<file path="config.mk">
export PLATFORM = sky130hd
export DESIGN_NAME = msg_len_check
export DESIGN_NICKNAME = d
export VERILOG_FILES = /design/src/rtl/msg_chk_pkg.sv /design/src/rtl/mc_regfile.sv /design/src/rtl/mc_len_counter.sv /design/src/rtl/mc_status.sv /design/src/rtl/msg_len_check.sv
export SDC_FILE = /design/constraint.sdc
export NUM_CORES = 1
export LEC_CHECK = 0
export CORE_ASPECT_RATIO = 2
export CORE_MARGIN = 1.5
export CORE_UTILIZATION = 35
export CTS_BUF_LIST = sky130_fd_sc_hd__clkbuf_8 sky130_fd_sc_hd__clkbuf_16
export DETAILED_ROUTE_END_ITERATION = 6
export PLACE_DENSITY = 0.63
export SKIP_CTS_REPAIR_TIMING = 1
export SYNTH_ARGS = -nofsm -noshare
export SYNTH_HDL_FRONTEND = slang
export SYNTH_SLANG_ARGS = --single-unit
</file>
<file path="constraint.sdc">
create_clock -name clk_i -period 2.45 [get_ports clk_i]
set_input_delay 0.49 -clock clk_i [delete_from_list [all_inputs] [get_ports clk_i]]
set_output_delay 0.49 -clock clk_i [all_outputs]
set_load 0.02 [all_outputs]
</file>
<file path="src/rtl/msg_chk_pkg.sv">
package msg_chk_pkg;
  localparam logic [2:0] A_CFG = 3'd0;
  localparam logic [2:0] A_LEN = 3'd1;
  localparam logic [2:0] A_CHK = 3'd2;
  localparam logic [2:0] A_STS = 3'd3;
  localparam logic [2:0] A_TST = 3'd4;
  localparam logic [2:0] A_RLD = 3'd5;

  localparam int FLAG_N = 4;

  // CFG layout: [5:2] interrupt enables, [1] reload, [0] check enable
  typedef struct packed {
    logic [FLAG_N-1:0] ie;
    logic              reload;
    logic              chk_en;
  } cfg_t;

  // flag vector layout: [3] bus, [2] length, [1] config, [0] mismatch
  typedef struct packed {
    logic bus;
    logic len;
    logic cfg;
    logic mis;
  } flags_t;
endpackage

</file>
<file path="src/rtl/mc_regfile.sv">
module mc_regfile
  import msg_chk_pkg::*;
#(
  parameter int               WR_W       = 32,
  parameter int               DATA_W     = 32,
  parameter logic [WR_W-1:0]  UNLOCK_KEY = WR_W'(32'hFACECAFE)
) (
  input  logic              clk_i,
  input  logic              rst_i,
  input  logic              wr_en_i,
  input  logic [2:0]        wr_addr_i,
  input  logic [WR_W-1:0]   wr_data_i,
  output cfg_t              cfg_o,
  output logic [DATA_W-1:0] check_o,
  output logic              len_load_o,
  output logic              cfg_err_o,
  output logic [2:0]        test_o,
  output logic [FLAG_N-1:0] sts_clr_o
);
  localparam int CFG_W = $bits(cfg_t);

  cfg_t              cfg_q;
  logic [DATA_W-1:0] check_q;
  logic              unl_v_q;
  logic [2:0]        unl_a_q;

  logic prot, hit, key_wr, chk_load;

  // protected target addressed at all
  assign prot     = wr_en_i && (wr_addr_i == A_LEN || wr_addr_i == A_CHK);
  // second half of a keyed pair
  assign hit      = prot && unl_v_q && (unl_a_q == wr_addr_i);
  assign key_wr   = prot && !hit && (wr_data_i == UNLOCK_KEY);
  assign len_load_o = hit && (wr_addr_i == A_LEN);
  assign chk_load   = hit && (wr_addr_i == A_CHK);
  assign cfg_err_o  = prot && !hit && !key_wr;

  assign test_o    = (wr_en_i && wr_addr_i == A_TST) ? wr_data_i[2:0] : 3'b000;
  assign sts_clr_o = (wr_en_i && wr_addr_i == A_STS) ? wr_data_i[FLAG_N-1:0] : '0;

  always_ff @(posedge clk_i) begin
    if (rst_i) begin
      cfg_q   <= '0;
      check_q <= '0;
      unl_v_q <= 1'b0;
      unl_a_q <= '0;
    end else if (wr_en_i) begin
      // any write other than a fresh key drops the unlock
      unl_v_q <= key_wr;
      if (key_wr) unl_a_q <= wr_addr_i;
      if (wr_addr_i == A_CFG) cfg_q <= cfg_t'(wr_data_i[CFG_W-1:0]);
      if (chk_load) check_q <= wr_data_i[DATA_W-1:0];
    end
  end

  assign cfg_o   = cfg_q;
  assign check_o = check_q;
endmodule

</file>
<file path="src/rtl/mc_len_counter.sv">
module mc_len_counter #(
  parameter int LEN_W = 16
) (
  input  logic             clk_i,
  input  logic             rst_i,
  input  logic             load_i,
  input  logic [LEN_W-1:0] load_val_i,
  input  logic             in_wr_i,
  input  logic             reload_en_i,
  output logic [LEN_W-1:0] len_o,
  output logic [LEN_W-1:0] rld_o,
  output logic             eom_o,
  output logic             len_err_o
);
  localparam logic [LEN_W-1:0] ONE = LEN_W'(1);

  logic [LEN_W-1:0] len_q, rld_q;
  logic             eom_q;

  always_ff @(posedge clk_i) begin
    if (rst_i) begin
      len_q <= '0;
      rld_q <= '0;
      eom_q <= 1'b0;
    end else begin
      eom_q <= 1'b0;
      if (load_i) begin
        len_q <= load_val_i;
        rld_q <= load_val_i;
      end else if (in_wr_i && len_q != '0) begin
        if (len_q == ONE) begin
          eom_q <= 1'b1;
          len_q <= reload_en_i ? rld_q : '0;
        end else begin
          len_q <= len_q - ONE;
        end
      end
    end
  end

  assign len_err_o = in_wr_i && !load_i && (len_q == '0) && !reload_en_i;
  assign len_o = len_q;
  assign rld_o = rld_q;
  assign eom_o = eom_q;
endmodule

</file>
<file path="src/rtl/mc_status.sv">
module mc_status
  import msg_chk_pkg::*;
(
  input  logic              clk_i,
  input  logic              rst_i,
  input  logic [FLAG_N-1:0] set_i,
  input  logic [FLAG_N-1:0] clr_i,
  input  logic [FLAG_N-1:0] ie_i,
  output logic [FLAG_N-1:0] flags_o,
  output logic              irq_o
);
  logic [FLAG_N-1:0] flags_q;
  logic              irq_q;

  for (genvar i = 0; i < FLAG_N; i++) begin : g_flag
    always_ff @(posedge clk_i) begin
      if (rst_i) flags_q[i] <= 1'b0;
      else       flags_q[i] <= set_i[i] | (flags_q[i] & ~clr_i[i]);
    end
  end

  always_ff @(posedge clk_i) begin
    if (rst_i) irq_q <= 1'b0;
    else       irq_q <= |(flags_q & ie_i);
  end

  assign flags_o = flags_q;
  assign irq_o   = irq_q;
endmodule

</file>
<file path="src/rtl/msg_len_check.sv">
module msg_len_check
  import msg_chk_pkg::*;
#(
  parameter int WR_W   = 32,
  parameter int DATA_W = 32,
  parameter int LEN_W  = 16
) (
  input  logic              clk_i,
  input  logic              rst_i,
  input  logic              wr_en_i,
  input  logic [2:0]        wr_addr_i,
  input  logic [WR_W-1:0]   wr_data_i,
  input  logic [2:0]        rd_addr_i,
  output logic [WR_W-1:0]   rd_data_o,
  input  logic              in_wr_i,
  input  logic [DATA_W-1:0] crc_res_i,
  input  logic              bus_err_i,
  output logic [LEN_W-1:0]  len_o,
  output logic [3:0]        status_o,
  output logic              irq_o
);
  cfg_t              cfg;
  logic [DATA_W-1:0] check_val;
  logic              len_load, cfg_err, len_err, eom;
  logic [2:0]        test_pulse;
  logic [FLAG_N-1:0] sts_clr, sts_set, flags;
  logic [LEN_W-1:0]  len_live, len_rld;
  logic              force_q, consume, mis_evt;
  logic              reload_en;
  logic [FLAG_N-1:0] ie;
  logic [WR_W-1:0]   rd_q;

  mc_regfile #(.WR_W(WR_W), .DATA_W(DATA_W)) u_regs (
    .clk_i(clk_i), .rst_i(rst_i),
    .wr_en_i(wr_en_i), .wr_addr_i(wr_addr_i), .wr_data_i(wr_data_i),
    .cfg_o(cfg), .check_o(check_val),
    .len_load_o(len_load), .cfg_err_o(cfg_err),
    .test_o(test_pulse), .sts_clr_o(sts_clr)
  );

  assign reload_en = cfg.reload;
  assign ie        = cfg.ie;

  mc_len_counter #(.LEN_W(LEN_W)) u_len (
    .clk_i(clk_i), .rst_i(rst_i),
    .load_i(len_load), .load_val_i(wr_data_i[LEN_W-1:0]),
    .in_wr_i(in_wr_i), .reload_en_i(reload_en),
    .len_o(len_live), .rld_o(len_rld),
    .eom_o(eom), .len_err_o(len_err)
  );

  // comparison one cycle after the final write, once the kernel result settled
  assign consume = eom && cfg.chk_en;
  assign mis_evt = consume && ((crc_res_i != check_val) || force_q);

  always_ff @(posedge clk_i) begin
    if (rst_i) force_q <= 1'b0;
    else       force_q <= (force_q && !consume) || test_pulse[0];
  end

  assign sts_set = {bus_err_i, len_err, cfg_err | test_pulse[1] | test_pulse[2], mis_evt};

  mc_status u_sts (
    .clk_i(clk_i), .rst_i(rst_i),
    .set_i(sts_set), .clr_i(sts_clr), .ie_i(ie),
    .flags_o(flags), .irq_o(irq_o)
  );

  always_ff @(posedge clk_i) begin
    if (rst_i) rd_q <= '0;
    else begin
      case (rd_addr_i)
        A_CFG:   rd_q <= WR_W'(cfg);
        A_LEN:   rd_q <= WR_W'(len_live);
        A_CHK:   rd_q <= WR_W'(check_val);
        A_STS:   rd_q <= WR_W'(flags);
        A_RLD:   rd_q <= WR_W'(len_rld);
        default: rd_q <= '0;
      endcase
    end
  end

  assign rd_data_o = rd_q;
  assign len_o     = len_live;
  assign status_o  = flags;
endmodule

</file>
== Word-level counts from Yosys, hierarchy flattened ==
Cells that the tools add are included.

* Register bits: 113
* Bits of input ports: 75
* Output and inout port bits: 53
* Word-level logic and storage cells: 88

* $add $sub $neg: 1
* Eq/ne operators: 12
* Muxes and demuxes: 8
* Bitwise gates (word level): 16
* Reduce and logical (&&, ||, !) cells: 35

{| class="wikitable"
|+ Operators by type and width
! kind !! count
|-
| $pmux W32 S5 || 1
|-
| $mux W16 || 4
|-
| $eq A32 B32 Y1 const B || 1
|-
| $ne A32 B32 Y1 || 1
|-
| $logic_and A1 B1 Y1 || 17
|-
| $eq A16 B1 Y1 const B || 1
|-
| $logic_not A16 Y1 || 1
|-
| $reduce_bool A16 Y1 || 1
|-
| $sub A16 B1 Y16 const B || 1
|-
| $eq A3 B2 Y1 const B || 4
|-
| $eq A3 B1 Y1 const B || 2
|-
| $eq A3 B3 Y1 const B || 2
|-
| $logic_not A3 Y1 || 2
|-
| $or A1 B1 Y1 || 6
|-
| $reduce_and A2 Y1 || 3
|-
| $logic_not A1 Y1 || 5
|-
| $not A1 Y1 || 5
|-
| $and A1 B1 Y1 || 4
|-
| $and A4 B4 Y4 || 1
|-
| $mux W4 || 1
|-
| $reduce_or A4 Y1 || 1
|-
| $eq A3 B3 Y1 || 1
|-
| $logic_or A1 B1 Y1 || 3
|-
| $mux W3 || 1
|-
| 3 further kinds || 3
|}

== Logic depth before layout (Yosys ltp) ==
Gate-level depths: netlist of the first run.

* Depth in word-level cells: 13
* Depth in mapped cells: 9
* Mapped depth without buffers: 8

== Cells and area by module ==
Synthesis of the first run repeated with hierarchy kept, for this count alone.

* Cells, all modules: 606
* Area, all modules: 5,640.4 um2

{| class="wikitable"
|+ By module, submodules not included
! module !! times used !! cells each !! area an instance (um2) !! sequential area each (um2)
|-
| mc_len_counter || 1 || 234 || 1,888.1 || 660.6
|-
| mc_regfile || 1 || 168 || 1,823.0 || 840.8
|-
| msg_len_check || 1 || 184 || 1,749.2 || 660.6
|-
| mc_status || 1 || 20 || 180.2 || 100.1
|}

== Worst setup path after synthesis of the first run ==
Ideal clock, no wire load.

* Kind: register -> register
* Start: register u_len.len_q[0] (netlist: u_len.len_o[0])
* End: register u_len.len_q[11] (netlist: u_len.len_o[11])
* Setup time: 127 ps
* Data arrival time: 1,899 ps
* Required time: 2,323 ps
* Slack: 423 ps
* Stages on the path, launching flop included: 8
* Buffers on the path: 0
* Period minus slack after synthesis: 2,027 ps
* Cells stage by stage: dfxtp_1 ha_1 nand2b_1 or3_1 nor3_4 a41oi_1 a311oi_1 a211oi_1

* Longest elaborated chain between the ends: 4
* Elaborated cells on any way between the ends: 8
* Those cells by class: add/sub (1); eq/ne (1); mux (3); reduce/logical (3)

{| class="wikitable"
|+ Ends and longest elaborated chain
! element !! RTL line !! source
|-
| start, declared || mc_len_counter.sv:17 || <nowiki>logic [LEN_W-1:0] len_q, rld_q;</nowiki>
|-
| start signal, assigned || mc_len_counter.sv:28 || <nowiki>len_q <= load_val_i;</nowiki>
|-
| start signal, assigned || mc_len_counter.sv:33 || <nowiki>len_q <= reload_en_i ? rld_q : '0;</nowiki>
|-
| start signal, assigned || mc_len_counter.sv:35 || <nowiki>len_q <= len_q - ONE;</nowiki>
|-
| $sub A16 B1 Y16 / $eq A16 B1 Y1 (equally long branches) || mc_len_counter.sv:35, mc_len_counter.sv:31 ||
|-
| $mux W16 || mc_len_counter.sv:31 || <nowiki>if (len_q == ONE) begin</nowiki>
|-
| $mux W16 || mc_len_counter.sv:30 || <nowiki>end else if (in_wr_i && len_q != '0) begin</nowiki>
|-
| $mux W16 || mc_len_counter.sv:27 || <nowiki>if (load_i) begin</nowiki>
|}

Parallel ways exist; a longest one is shown, timed or not. The select of a mux whose other input is x is not followed.
A chain may end at the register's enable or synchronous reset.

== Worst setup path in the final report of the first run ==
* Start: input wr_data_i[7]
* End: register u_regs.unl_a_q[1]

* Longest elaborated chain between the ends: 3

{| class="wikitable"
|+ Ends and longest elaborated chain
! element !! RTL line !! source
|-
| start, declared || msg_len_check.sv:12 || <nowiki>input logic [WR_W-1:0] wr_data_i,</nowiki>
|-
| $eq A32 B32 Y1 || mc_regfile.sv:33 || <nowiki>assign key_wr = prot && !hit && (wr_data_i == UNLOCK_KEY);</nowiki>
|-
| $logic_and A1 B1 Y1 || mc_regfile.sv:33 ||
|-
| $reduce_and A2 Y1 (no source line) || - ||
|-
| end signal, assigned || mc_regfile.sv:50 || <nowiki>if (key_wr) unl_a_q <= wr_addr_i;</nowiki>
|-
| end, declared || mc_regfile.sv:25 || <nowiki>logic [2:0] unl_a_q;</nowiki>
|}

Every way passes these cells.

==> flow_results.org, run 1 <==
** Status
- The flow ran to the end, and the final reports show no timing, DRC or antenna violations.

** Logic synthesis
- Yosys mapped a number of flops with a built-in enable equal to 0.
- The netlist uses slightly above 60 different library cells.
- Synthesis produced a netlist with a net count of approximately 700.
- Primary flip-flop cell chosen by synthesis mapping :: sky130_fd_sc_hd__dfxtp_1
- Cell count after synthesis :: a little over 600
- The largest total area in the synthesized netlist belongs to sky130_fd_sc_hd__dfxtp_1.
- During synthesis, Yosys emitted a total of 0 warnings.
- The share of synthesized area in the top cell type comes to 41.6%.
- Most common cell in the synthesized netlist :: sky130_fd_sc_hd__dfxtp_1
- The cell area that synthesis handed to floorplanning was 5440 um2.
- A synthesized cell averages 8.78 um2.
- Ranked by total cell area, the synthesized netlist is headed by sky130_fd_sc_hd__dfxtp_1 (42%), sky130_fd_sc_hd__mux2i_1 (9.9%), sky130_fd_sc_hd__nor2_1 (6.6%).
- Sorting the synthesized cells by how often they occur yields sky130_fd_sc_hd__dfxtp_1 (113), sky130_fd_sc_hd__nor2_1 (96), sky130_fd_sc_hd__nand2_1 (55), sky130_fd_sc_hd__mux2i_1 (54), sky130_fd_sc_hd__a21oi_1 (42).
- After synthesis, the share of flip-flops with an asynchronous set or reset is 0%.
- Synthesis inferred 113 register bits.
- Proportion of synthesized chip area in sequential cells :: about two fifths

** Hold path
- In this run the worst hold path is classified as reg -> reg.

** Detailed routing
- Detailed-route via count :: between 5k and 6k
- The first detailed-routing pass took 5 iterations.
- Post-route DRC :: 0
- Wire length reported by the detailed router :: 18200 um
- Routed wire length per instance :: ~18 um
- In this run, the number of DRC markers left after iteration 0 of detailed routing was 315.
- After detailed routing, the number of vias per cell comes to 5.24.
- Once detail routing completed, the nets flagged for antenna violations numbered 0.

** Critical path
- The worst setup path is captured at a flip-flop.
- STA puts the critical path data arrival time at 2.54 ns.
- Across all register-to-register paths, the minimum setup slack is between 0.3 and 0.4 ns.
- Crit path max-delay cell type :: sky130_fd_sc_hd__or4_1
- Classification of the worst setup path :: in -> reg
- Top fanout value on the critical path :: 4
- Kind of start point of the critical path :: primary input
- Walking the worst path, the cells encountered are clkdlybuf4s50_1 > nand2_1 > nor4_2 > buf_4 > nand4_1 > or4_1 > mux2i_1 > nor2_1.
- Critical Path RT :: 2.72 ns
- Largest stage delay on the critical path :: 0.55 ns

** Power
- Sequential Power Share :: 30.6%
- In this run the static leakage power is ~0.0033 uW.
- Net switching is 33.2% of the power.
- The clock network accounts for 37.3% of the total power.
- Per report_power, the combinational group accounts for between 30% and 40% of the total.
- In this run the power density over the cells is 889 nW/um2.
- Net switching power :: 2340 uW
- Total internal power :: around 4700 uW
- IR analysis of the VDD net gives a maximum drop of 504 uV.

** Global routing
- For this run the aggregate overflow at the end of global routing stands at 0.
- The first global-routing pass estimated 28400 um of wire.
- Entering global routing, the biggest net connects 30 pins.
- The via count of the first global-routing pass is 5414.
- The initial antenna violation count was 0.
- Combined global-route utilization of all metal layers :: 22.6%

** Timing
- Setup repair after global routing left no endpoint under its margin.
- The number of max-slew violations in the final report is 0.
- The final-report hold violation count is 0.
- Between clock sinks in the finished design, the worst skew comes to 0.0112 ns.
- Setup violations remaining at the end of the flow were counted as 0.
- Sum Neg Setup Slack :: 0 ns
- Final Critical Period :: about 2.3 ns
- Crit path setup slack, layout :: 0.180 ns
- After layout, the worst path uses about 93% of the clock period.
- Hold is met by 0.470 ns.
- For the pin with the worst max-slew slack, the measured transition is 0.526 ns.
- For this run, the top clock speed supported by timing is 440 MHz.
- Max-slew headroom :: between 60% and 70%

** Final layout
- Ratio of cells with drive above 1 in the final layout :: 14.1%
- Number of fillers in the final layout :: between 1k and 1.5k
- The number of antenna diodes in the final layout is 0.
- The area growth from synthesis to layout is 45.9%.
- Nets@finish :: 866

** Placed design
- Input/output buffers :: 127
- Before CTS, the worst setup slack after placement is -0.405 ns.
- The congestion estimate from routability-driven global placement came to 0.981.
- HPWL after DPL :: 14300 um

** Clocking
- In this run the number of H-tree levels came out at 4.
- Post-CTS clock slew at the launch and capture registers of the worst setup and hold paths :: 0.06 ns
- CTS placed an instance of sky130_fd_sc_hd__clkbuf_16 at the clock tree root.
- Later-pin clock latency in the skew report :: 0.41 ns
- TritonCTS built the clock tree.
- For this design, the sink count on the clock tree is 113.
- Largest buffer count on any clock path :: 2
- TritonCTS created 17 clock buffers.

** Floorplan
- Chip height :: about 180 um
- Number of top-level pins :: ~130
- Standard-cell rows :: 64
- The initial utilization of the core area, before any placement, comes to 35.8%.
- The core region is 15200 um2.
- In this run the horizontal extent of the chip is 91.2 um.
- The die covers 16400 um2.

** Job
- The tool flagged a number of max-cap violations equal to 0.
[logic make-up (layout without fill, tap and decap cells)]
group	count (synthesis)	count (layout)	synth area share [%]
buf+inv	42	223	3.52
xor+xnor	41	41	6.60
compound gates	116	116	13.6
simple gates	248	248	23.5
fa+ha+maj	3	3	0.690
flops	113	113	41.6
mux	57	57	10.6
[path summary, 6_finish.rpt]
check | startpoint | end | cells past startpoint
worst max-delay path | wr_data_i[7] | u_regs.unl_a_q[1]$_SDFFE_PP0P_ | 8
worst min-delay path | u_len.rld_o[9]$_SDFFE_PP0P_ | u_len.rld_o[9]$_SDFFE_PP0P_ | 2
worst max register to register | u_len.len_o[8]$_SDFFE_PP0P_ | u_len.len_o[11]$_SDFFE_PP0P_ | 6
worst min register to register | u_len.rld_o[9]$_SDFFE_PP0P_ | u_len.rld_o[9]$_SDFFE_PP0P_ | 2
[worst max-delay path: cells and delay by family]
kind | cells | cell delay (ns)
buffers and inverters | 2 | 0.70
AND/OR/NAND/NOR | 5 | 1.16
multiplexers | 1 | 0.18
[power by group through the flow]
stage	Combinational (uW)	Sequential (uW)	Clock [uW]
finish	2260	2160	2640
detailed placement	2230	2190	0
global route	2440	2180	2760
floorplan	1230	2300	0
global placement	2230	2190	0
CTS	2250	2160	2670
[metal layers]
metal / vias up / wire, um / track usage (%)
met5: - / 0 / 0
met4: 0 / 1030 / 13.7
met3: 60 / 758 / 3.71
met2: 212 / 9850 / 43.5
met1: 2448 / 6580 / 22.1
li1: 2513 / - / -
[placed cells by master, fill, tap and decap left out, types with 7 or more instances in the layout]
cell type	count
sky130_fd_sc_hd__a21oi_1	42
sky130_fd_sc_hd__a22oi_1	8
sky130_fd_sc_hd__a31oi_1	7
sky130_fd_sc_hd__and2_1	19
sky130_fd_sc_hd__buf_4	55
sky130_fd_sc_hd__clkbuf_16	17
sky130_fd_sc_hd__clkdlybuf4s50_1	126
sky130_fd_sc_hd__dfxtp_1	113
sky130_fd_sc_hd__mux2i_1	54
sky130_fd_sc_hd__nand2_1	55
sky130_fd_sc_hd__nand3_1	8
sky130_fd_sc_hd__nand4b_1	7
sky130_fd_sc_hd__nor2_1	96
sky130_fd_sc_hd__nor3_1	8
sky130_fd_sc_hd__nor4_1	10
sky130_fd_sc_hd__o21ai_0	20
sky130_fd_sc_hd__xnor2_1	8
sky130_fd_sc_hd__xor2_1	33
[cell type report]
cell class | count | area [um2] | share of cell area [%]
Timing Repair Buffer | 187 | 1780 | 22.4
Clock inverter | 13 | 185 | 2.33
Tap cell | 198 | 248 | 3.12
Inverter | 4 | 15.0 | 0.189
Sequential cell | 113 | 2260 | 28.5
Multi-Input combinational cell | 465 | 3000 | 37.8
Clock buffer | 19 | 453 | 5.70
[flip-flops by register name, summed over array words and instances (netlist names)]
register / flops
u_len.eom_o: 1
u_regs.unl_v_q: 1
rd_data_o: 32
u_regs.cfg_o: 6
force_q: 1
u_len.len_o: 16
u_regs.unl_a_q: 3
u_sts.irq_o: 1
u_len.rld_o: 16
u_regs.check_o: 32
u_sts.flags_o: 4
[stage by stage]
step / util (%) / std cells / instance area, um2 / total power (uW)
6_report: 52.2 / 999 / 7940 / 7060
3_3_place_gp: 48.0 / 967 / 7300 / 4410
3_5_place_dp: 48.0 / 967 / 7300 / 4430
2_1_floorplan: - / 620 / 5440 / 3520
5_1_grt: 52.2 / 999 / 7940 / 7380
4_1_cts: 52.2 / 999 / 7940 / 7070
(Power assumes the default switching activity.)
==> inputs of run 2 (changes only) <==
--- a/config.mk
+++ b/config.mk
@@ -7,10 +7,10 @@
 export LEC_CHECK = 0
 export CORE_ASPECT_RATIO = 2
 export CORE_MARGIN = 1.5
-export CORE_UTILIZATION = 35
+export CORE_UTILIZATION = 50
 export CTS_BUF_LIST = sky130_fd_sc_hd__clkbuf_8 sky130_fd_sc_hd__clkbuf_16
 export DETAILED_ROUTE_END_ITERATION = 6
-export PLACE_DENSITY = 0.63
+export PLACE_DENSITY = 0.83
 export SKIP_CTS_REPAIR_TIMING = 1
 export SYNTH_ARGS = -nofsm -noshare
 export SYNTH_HDL_FRONTEND = slang
==> flow_results.org, run 2 (synthesis gave the netlist of run 1 again) <==
** Status
- The run finished with clean final reports.

** Clocking
- H-tree depth :: 4 (unchanged)
- The insertion delay of the later-clocked pin in the worst-skew pair came to 0.41 ns (about the same).
- Largest buffer count on any clock path :: 2 (unchanged)
- The number of buffers added by the clock tree synthesis step was 17 (unchanged).
- The root buffer cell chosen for the clock tree is sky130_fd_sc_hd__clkbuf_16.
- CTS sink cnt :: 113 (unchanged)
- TritonCTS clock tree :: yes
- Post-CTS clock slew at the launch and capture registers of the worst setup and hold paths :: 0.05 ns (about the same)

** Hold path
- The number of cells on the worst hold path is 2 (unchanged).
- The worst hold path begins at u_len.rld_o[9]$_SDFFE_PP0P_.
- Endpoint of the worst hold-timing path :: u_len.rld_o[9]$_SDFFE_PP0P_
- The min-delay analysis places its worst path in the category reg -> reg.

** Timing
- The time the worst path needs with I/O delays and setup is 2.31 ns (+0.0412 ns).
- Post-route fraction of the period consumed by the critical path :: 94.3% (+1.7 points)
- The count of endpoints failing setup in the final report came to 0 (unchanged).
- Final Max Tran Viols :: 0 (unchanged)
- The slew at the pin with the worst max-slew slack is 0.526 ns (+0.000155 ns).
- Setup repair after global routing left no endpoint under its margin.
- Hold violation count in the final report :: 0 (unchanged)
- Highest clock rate :: 433 MHz (-1.8%)
- Max-slew headroom :: 65.0% (+0.26 points)
- Worst-case hold slack :: 0.487 ns (+0.0170 ns)
- The final clock skew is 0.00767 ns (-0.00351 ns).

** Critical path
- The worst setup path is launched from a primary input.
- The data arrival time of the worst path was 2.59 ns (+0.05 ns).
- The worst reg2reg path depth was 8 (+2).
- Classification of the worst setup path :: in -> reg
- Kind of capture point of the worst setup path :: flip-flop
- The maximum fanout count along the critical path came to 4 (unchanged).
- The worst register-to-register path begins at u_len.len_o[1]$_SDFFE_PP0P_.
- Critical Path RT :: 2.73 ns (about the same)
- Capture instance of the worst register-to-register path :: u_len.len_o[4]$_SDFFE_PP0P_
- The worst reg-to-reg setup slack is 0.27 ns (-0.11 ns).

** Power
- The switching part of the total came to 32.8% (-0.37 points).
- Total leakage power :: 0.00330 uW (+0.49%)
- The proportion of power drawn by flip-flops and latches is 30.1% (-0.5 points).
- The share of power burned in the clock network came to 37.1% (-0.2 points).
- Relative contribution of combinational cells to total power :: 32.8% (+0.8 points)
- Max IR drop VDD :: 677 uV (+34%)
- Net switching power :: 2340 uW (-0.39%)
- The power density over the cells came to 906 nW/um2 (+2.0%).
- The internal cell power is 4780 uW (+1.3%).

** Detailed routing
- The routed wire length was 18900 um (+3.7%).
- The number of nets with antenna violations after routing was 0 (unchanged).
- The detailed-route DRC error count is 0 (unchanged).
- Number of optimization iterations in the first detailed-route pass :: 6 (+1)
- The total number of vias came to 5469 (+4.5%).
- The via-per-instance ratio was 5.82 (+11%).
- Routed wire length per instance :: 20.1 um (+10%)
- Starting DRC count in detailed routing :: 401 (+27%)

** Final layout
- Area growth from synthesis to final layout :: 44.2%
- Nets@finish :: 868 (+0.23%)
- The non-filler instance count after layout came to 939 (-6.0%).
- Ratio of cells with drive above 1 in the final layout :: 14.1% (-0.018 points)
- In the layout the commonest cells are sky130_fd_sc_hd__clkdlybuf4s50_1 (126), sky130_fd_sc_hd__dfxtp_1 (113), sky130_fd_sc_hd__nor2_1 (96).
- Number of fillers in the final layout :: 719 (-50%)
- The footprint of the multi-input gates was 2990 um2 (-0.21%).
- The footprint of the flip-flops and latches was 2260 um2 (unchanged).
- The final antenna diode count is 0 (unchanged).
- Leaving out fill and tap cells, the most frequent cell in the layout is sky130_fd_sc_hd__clkdlybuf4s50_1.

** Global routing
- Pin count of the biggest net entering global routing :: 33 (+10%)
- Grt ovf :: 0 (unchanged)
- Antenna violations before repair :: 0 (unchanged)
- The first-pass GRT wire length is 29000 um (+2.3%).
- The via count of the first global-routing pass was 5599 (+3.4%).
- Combined global-route utilization of all metal layers :: 32.7% (+10 points)

** Floorplan
- Chip height :: 151 um (-16%)
- The starting utilization of the core area came to 51.6% (+16 points).
- Floorplan die width :: 76.8 um (-16%)
- The full die area came to 11600 um2 (-29%).
- Core region area :: 10500 um2 (-31%)
- Number of top-level pins :: 128 (unchanged)
- Standard-cell rows :: 53 (-17%)

** Placed design
- The final weighted congestion of routability-driven global placement came to 1.00 (+2.4%).
- Cell count after placement :: 908 (-6.1%)
- The placed wire-length estimate after detailed placement came to 13400 um (-5.7%).
- The count of buffers inserted at the top-level ports came to 127 (unchanged).

** Job
- Number of violations of the max-capacitance limit :: 0 (unchanged)
==> run 2: cell type report <==
cell class,count,area share [%]
multi-input cells,465,38.1
clock inverters,10,1.99
well taps,137,2.18
repair buffers,189,22.5
clock buffers,21,6.12
flip-flops and latches,113,28.8
inverters,4,0.191
==> run 2: power by group through the flow <==
stage | registers [uW] | clock network, uW | logic [uW]
detailed placement | 2170 | 0 | 2260
CTS | 2130 | 2640 | 2300
global placement | 2170 | 0 | 2250
global route | 2150 | 2740 | 2490
floorplan | 2300 | 0 | 1230
finish | 2140 | 2640 | 2330
==> run 2: worst max path at each step <==
stage                                            from                             end  cells after the start
after floorplan           u_len.len_o[0]$_SDFFE_PP0P_    u_len.len_o[11]$_SDFFE_PP0P_                      7
after global placement                   wr_data_i[8]  u_regs.unl_a_q[0]$_SDFFE_PP0P_                      8
after detailed placement                wr_data_i[17]  u_regs.unl_a_q[0]$_SDFFE_PP0P_                      7
after CTS                               wr_data_i[20]  u_regs.unl_a_q[0]$_SDFFE_PP0P_                      7
after global routing      u_len.len_o[1]$_SDFFE_PP0P_     u_len.len_o[4]$_SDFFE_PP0P_                      8
final                                    wr_data_i[8]  u_regs.unl_a_q[0]$_SDFFE_PP0P_                      8
==> run 2: metrics by stage <==
stage | TNS, ns | cell area (um2) | total power, uW | util, % | setup WS [ns]
finish | 0 | 7850 | 7110 | 74.4 | 0.138
global route | 0 | 7850 | 7380 | 74.4 | 0.114
CTS | 0 | 7850 | 7080 | 74.4 | 0.194
detailed placement | -0.510 | 7210 | 4430 | 68.4 | -0.209
global placement | -0.296 | 7210 | 4420 | 68.4 | -0.122
floorplan | 0 | 5440 | 3520 | - | 0.423
==> run 2: worst max-delay path: stages <==
cell and delay [ns]:
sky130_fd_sc_hd__clkdlybuf4s50_1 0.47, sky130_fd_sc_hd__nand4bb_1 0.20, sky130_fd_sc_hd__nor4_1 0.23, sky130_fd_sc_hd__buf_4 0.18
sky130_fd_sc_hd__nand4_1 0.19, sky130_fd_sc_hd__or4_1 0.56, sky130_fd_sc_hd__mux2i_1 0.21, sky130_fd_sc_hd__nor2_1 0.06
==> run 2: routing by layer <==
metal / track usage, % / wire length [um]
met3: 6.12 / 1080
met1: 31.2 / 6520
met2: 62.3 / 10200
met5: 0 / 0
met4: 21.7 / 1110
==> inputs of run 3 (changes only) <==
--- a/config.mk
+++ b/config.mk
@@ -12,6 +12,7 @@
 export DETAILED_ROUTE_END_ITERATION = 6
 export PLACE_DENSITY = 0.83
 export SKIP_CTS_REPAIR_TIMING = 1
+export SLEW_MARGIN = 10
 export SYNTH_ARGS = -nofsm -noshare
 export SYNTH_HDL_FRONTEND = slang
 export SYNTH_SLANG_ARGS = --single-unit
==> results of run 3 <==
No change in the layout: final DEF, timing and power equal those of run 2.
